### src/rtl/nand_stat_pkg.sv
package nand_stat_pkg;

    localparam int DIST_N = 4;
    localparam int DIST_W = $clog2(DIST_N);

    localparam logic [7:0] OPC_PROG_SETUP  = 8'h80;
    localparam logic [7:0] OPC_ERASE_SETUP = 8'h60;
    localparam logic [7:0] OPC_PROG_GO     = 8'h10;
    localparam logic [7:0] OPC_ERASE_GO    = 8'hD0;
    localparam logic [7:0] OPC_VIEW_ONE    = 8'h70;
    localparam logic [7:0] OPC_VIEW_ALL    = 8'h71;

    typedef enum logic [1:0] {
        ST_IDLE  = 2'd0,
        ST_ARMED = 2'd1,
        ST_BUSY  = 2'd2
    } st_t;

    typedef struct packed {
        logic setup;
        logic go;
        logic view_one;
        logic view_all;
    } cmd_kind_t;

endpackage

### src/rtl/nand_stat_decode.sv
module nand_stat_decode
    import nand_stat_pkg::*;
(
    input  logic       we,
    input  logic [7:0] code,
    output cmd_kind_t  kind
);
    always_comb begin
        kind = '0;
        if (we) begin
            unique case (code)
                OPC_PROG_SETUP, OPC_ERASE_SETUP: kind.setup    = 1'b1;
                OPC_PROG_GO,    OPC_ERASE_GO:    kind.go       = 1'b1;
                OPC_VIEW_ONE:                    kind.view_one = 1'b1;
                OPC_VIEW_ALL:                    kind.view_all = 1'b1;
                default:                         kind          = '0;
            endcase
        end
    end
endmodule

### src/rtl/nand_stat_timer.sv
module nand_stat_timer #(
    parameter int CYCLES = 8
) (
    input  logic clk,
    input  logic rst_n,
    input  logic load,
    output logic expired
);
    localparam int CW = (CYCLES < 2) ? 1 : $clog2(CYCLES);
    localparam logic [CW-1:0] START = CW'(CYCLES - 1);

    logic [CW-1:0] cnt_q;

    always_ff @(posedge clk or negedge rst_n) begin
        if (!rst_n) begin
            cnt_q <= '0;
        end else if (load) begin
            cnt_q <= START;
        end else if (cnt_q != '0) begin
            cnt_q <= cnt_q - 1'b1;
        end
    end

    assign expired = (cnt_q == '0);
endmodule

### src/rtl/nand_stat_fmt.sv
module nand_stat_fmt
    import nand_stat_pkg::*;
(
    input  logic              wp_n,
    input  logic              ready,
    input  logic              view_all,
    input  logic [DIST_N-1:0] fails,
    output logic [7:0]        byte_o
);
    logic [DIST_N-1:0] shown;
    logic              agg;

    always_comb begin
        shown  = (ready && view_all) ? fails : '0;
        agg    = ready && (|fails);
        byte_o = {wp_n, ready, 1'b0, shown, agg};
    end
endmodule

### src/rtl/nand_stat_reg.sv
module nand_stat_reg
    import nand_stat_pkg::*;
#(
    parameter int BUSY_CYCLES = 8
) (
    input  logic        clk,
    input  logic        rst_n,
    input  logic        cmd_we,
    input  logic [7:0]  cmd_byte,
    input  logic [1:0]  cmd_dist,
    input  logic        wp_n,
    input  logic [3:0]  inj_fail,
    output logic        rb_n,
    output logic [7:0]  status_byte
);
    st_t               state_q, state_d;
    logic [DIST_N-1:0] mask_q,  mask_d;
    logic [DIST_N-1:0] fail_q,  fail_d;
    logic              view_q,  view_d;
    logic              tmr_load;
    logic              tmr_done;
    logic              ready;
    cmd_kind_t         kind;
    logic [DIST_N-1:0] dist_oh;

    nand_stat_decode u_dec (
        .we   (cmd_we),
        .code (cmd_byte),
        .kind (kind)
    );

    nand_stat_timer #(.CYCLES(BUSY_CYCLES)) u_tmr (
        .clk     (clk),
        .rst_n   (rst_n),
        .load    (tmr_load),
        .expired (tmr_done)
    );

    assign dist_oh = DIST_N'(1) << cmd_dist;

    // state register
    always_ff @(posedge clk or negedge rst_n) begin
        if (!rst_n) begin
            state_q <= ST_IDLE;
            mask_q  <= '0;
            fail_q  <= '0;
            view_q  <= 1'b0;
        end else begin
            state_q <= state_d;
            mask_q  <= mask_d;
            fail_q  <= fail_d;
            view_q  <= view_d;
        end
    end

    // transitions
    always_comb begin
        state_d  = state_q;
        mask_d   = mask_q;
        fail_d   = fail_q;
        view_d   = view_q;
        tmr_load = 1'b0;

        if (kind.view_all) begin
            view_d = 1'b1;
        end else if (kind.view_one) begin
            view_d = 1'b0;
        end

        unique case (state_q)
            ST_IDLE: begin
                if (kind.setup) begin
                    mask_d  = dist_oh;
                    state_d = ST_ARMED;
                end
            end
            ST_ARMED: begin
                if (kind.setup) begin
                    mask_d = mask_q | dist_oh;
                end else if (kind.go) begin
                    if (wp_n) begin
                        fail_d   = '0;
                        tmr_load = 1'b1;
                        state_d  = ST_BUSY;
                    end else begin
                        fail_d  = mask_q;
                        mask_d  = '0;
                        state_d = ST_IDLE;
                    end
                end
            end
            ST_BUSY: begin
                if (!wp_n) begin
                    fail_d  = mask_q;
                    mask_d  = '0;
                    state_d = ST_IDLE;
                end else if (tmr_done) begin
                    fail_d  = mask_q & inj_fail;
                    mask_d  = '0;
                    state_d = ST_IDLE;
                end
            end
            default: begin
                state_d = ST_IDLE;
                mask_d  = '0;
            end
        endcase
    end

    // outputs
    always_comb begin
        ready = (state_q != ST_BUSY);
        rb_n  = ready;
    end

    nand_stat_fmt u_fmt (
        .wp_n     (wp_n),
        .ready    (ready),
        .view_all (view_q),
        .fails    (fail_q),
        .byte_o   (status_byte)
    );
endmodule

### config.mk
export PLATFORM = sky130hd
export DESIGN_NAME = nand_stat_reg
export DESIGN_NICKNAME = d
export VERILOG_FILES = /design/src/rtl/nand_stat_pkg.sv /design/src/rtl/nand_stat_decode.sv /design/src/rtl/nand_stat_timer.sv /design/src/rtl/nand_stat_fmt.sv /design/src/rtl/nand_stat_reg.sv
export SDC_FILE = /design/constraint.sdc
export NUM_CORES = 1
export LEC_CHECK = 0
export ABC_AREA = 0
export BUFFER_PORTS_ARGS = -buffer_cell sky130_fd_sc_hd__buf_2
export CORE_MARGIN = 2
export CORE_UTILIZATION = 30
export DETAILED_ROUTE_END_ITERATION = 8
export MAX_ROUTING_LAYER = met4
export SLEW_MARGIN = 20
export SYNTH_ARGS = -nofsm -noshare
export SYNTH_HDL_FRONTEND = slang
export SYNTH_SLANG_ARGS = --single-unit
export TNS_END_PERCENT = 1
### constraint.sdc
create_clock -name clk -period 2.1 [get_ports clk]
set_input_delay 0.42 -clock clk [delete_from_list [all_inputs] [get_ports clk]]
set_output_delay 0.42 -clock clk [all_outputs]
set_load 0.01 [all_outputs]
==> impl_results.md <==
- Status: finished clean
- Req. time, crit path: approximately 1700 ps
- Post-synthesis register bit count: 14
- Vias in the first global route: 649
- R2R Path End: fail_q[1]
- IO Pins: 27
- CP Data Arrival Time: 1430 ps
- DR DRC count: 0
- # hold bufs at CTS: 0
- Clk_lat worst skew: ~280 ps
- Top cell by count, worst path: inv_2
- # nets final: 130
- Layout Skew: 1.850 ps
- N_diodes: 0
- Post-CTS resize count: 0
- Area of the multi-input gates: 465.4 um2
- Clock group share of total power: 27.3%
- CP max stage cell: dfrtp_1
- Syn nets: around 100
- Yosys cell types: 36
- Post-CTS setup buffers: 0
- Slew Viols, Final: 0
- Hold WS: approximately 22 ps
- TritonCTS buffer count: 3
- Most common cell after layout, fill and taps aside: buf_2
- YS warnings: 0
- Syn Area/Cell: around 10 um2
- RSZ-0062 raised after global routing: no
- Final min period: 1850 ps
- Switching power: 0.0002081 W
- CP Max Fanout: 8
- Root buf cell: clkbuf_4
- Hold Crit Class: primary input to asynchronous set/reset pin
- Non-Filler Instances: 140
- First-pass GRT wire length: between 2000 and 3000 um
- Post-DP Area: 994.7 um2
- Die footprint: ~3300 um2
- Endpoints failing setup: 0
- Most frequent cells in the layout: buf_2 (25), dfrtp_1 (14), nand2_1 (12)
- GRT Overall Usage: a little under an eighth
- Drt pass-1 iters: 4
- Die height: between 50 and 60 um
- Comb power frac: about a quarter
- Rows: 19
- Final WL: between 1500 and 2000 um
- Int Power: approximately 0.00050 W
- RR Startpoint: u_tmr.cnt_q[0]
- GR Overflow Total: 0
- CORE AREA: ~2700 um2
- CP Class: register to output port
- Max-cap check violation count: 0
- ANT nets after route: 0
- Area grow syn2layout: 19.77%
- Synthesized cell area: around 860 um2
- Inst Count DP: around 140
- Switching fraction of total power: roughly 29%
- Final cycle utilization of the critical path: 88.09%
- CP startpoint kind: register
- Leak pwr: 0.5219 nW
- Crit-path cells: inv_2 -> nor2_4 -> inv_2 -> and3_1 -> buf_2
- Max Freq: roughly 540 MHz
- Post-DP HPWL: ~1400 um
- R2r worst-path depth: 6
- Largest net degree at the start of global routing: 15
- Vias per cell: between 4 and 5
- CTS tree: done
- 1st-iter DRT viols: 20
- Clock Sinks: 14
- IO Port Bufs: 25
- Post-Syn Instances: 84
- Seq pwr share: 47.6%
- Seq/Total Area, Yosys: roughly two fifths
- Fill count: ~280
- Htree depth: 1
- Die X: about 58 um
- Post-route cell area: a little over 1000 um2
- Max Buffers Root-to-Sink: 2
- Layout cell share with drive strength beyond 1: a little under two fifths
- Starting Density: a little under a third
- Hold Violations, Final: 0
- Setup TNS: 0 ps
- DR WL/cell: around 12 um
- Max incr delay on CP: around 420 ps
- Gpl congestion: between 0.7 and 0.8
- R2R setup slack: approximately 330 ps
- Clk pin slew, worst setup/hold paths: ~90 ps
- VDD IR-drop max: approximately 0.34 mV
- Crit end category: output port
- Initial antenna violation count: 0
- DR vias: slightly below 700
- P per Cell Area: ~700 nW/um2
- FF+latch area: ~350 um2
-- state kept, by name, summed over array words and instances (netlist names) --
name / cells
fail_q: 4
u_tmr.cnt_q: 3
view_q: 1
mask_q: 4
state_q: 2
-- worst max path at each step --
stage | end | start | slack (ps) | cells after the start
after floorplan | fail_q[0] | cmd_byte[1] | 260 | 5
after global placement | fail_q[1] | cmd_byte[1] | 130 | 6
after detailed placement | fail_q[1] | cmd_byte[1] | 110 | 6
after CTS | status_byte[4] | state_q[1] | 240 | 5
after global routing | status_byte[4] | state_q[1] | 130 | 5
final | status_byte[2] | state_q[1] | 250 | 5
-- per-stage QoR --
step	setup slack [ps]	power (W)	util (%)
floorplan	264.4	0.0004676	-
global placement	133.8	0.0005084	36.38
detailed placement	112.8	0.0005226	36.38
CTS	238.9	0.0007178	37.71
global route	128.6	0.0007659	37.71
finish	250.1	0.0007069	37.71
-- cell usage after synthesis --
library cell  number  share of area, %
a211oi_2           1               1.5
a21boi_0           4               3.5
a21o_1             1              0.87
a21oi_1            2               1.2
a22o_1             1               1.0
a22oi_4            1               2.5
a32o_1             1               1.2
and3_1             4               2.9
and4_4             1               1.3
and4b_1            1               1.2
buf_4              4               3.5
conb_1             1              0.44
dfrtp_1           14                41
ha_1               2               2.9
inv_1              2              0.87
inv_2              2              0.87
mux2_1             1               1.3
mux2_4             4               7.0
mux2i_1            1               1.2
nand2_1           12               5.2
nand2b_1           1              0.73
nand3_1            3               1.7
nand3b_1           1              0.87
nor2_1             4               1.7
nor2_4             2               2.6
nor2b_1            1              0.73
nor3_1             2               1.2
nor4_1             1              0.73
o211ai_1           1              0.87
o21a_1             1              0.87
o21ai_0            1              0.58
o2bb2ai_1          1               1.0
or3_1              1              0.73
or3b_1             1               1.0
or4b_4             1               1.6
xnor2_1            2               2.0
-- critical path, delay by kind of cell (launching register included) --
family	cells	cell delay, ps
AND/OR/NAND/NOR	2	410
flip-flops	1	420
buffers and inverters	3	310
-- kinds of logic after synthesis --
logic type,synth area share [%]
and+or+nand+nor,24.27
other,0.4356
AOI/OAI and AO/OA,14.97
muxes,9.448
buffers and inverters,5.233
xor gates and xnor gates,2.035
adders and majority gates,2.907
DFF,40.70
-- power by group through the flow --
stage / clock network (W) / registers (W) / logic [W]
finish: 0.000193 / 0.000337 / 0.000178
floorplan: 0 / 0.000335 / 0.000133
CTS: 0.000199 / 0.000336 / 0.000182
global route: 0.000215 / 0.000340 / 0.000211
global placement: 0 / 0.000339 / 0.000169
detailed placement: 0 / 0.000341 / 0.000182
-- routing by layer --
layer | part of all wire, % | vias to the layer above | GRT usage [%]
met5 | 0 | - | -
met4 | 1.4 | 0 | 4.983
met3 | 4.7 | 4 | 2.721
met2 | 50 | 15 | 19.64
met1 | 44 | 331 | 13.19
li1 | - | 346 | -
-- final cells by class --
cell class,instances,area share [%]
Tap cell,31,3.762
Sequential cell,14,33.98
Multi-Input combinational cell,62,45.15
Timing Repair Buffer,25,12.14
Clock buffer,4,3.519
Inverter,4,1.456
No activity file was read; power rests on OpenSTA's default activity.
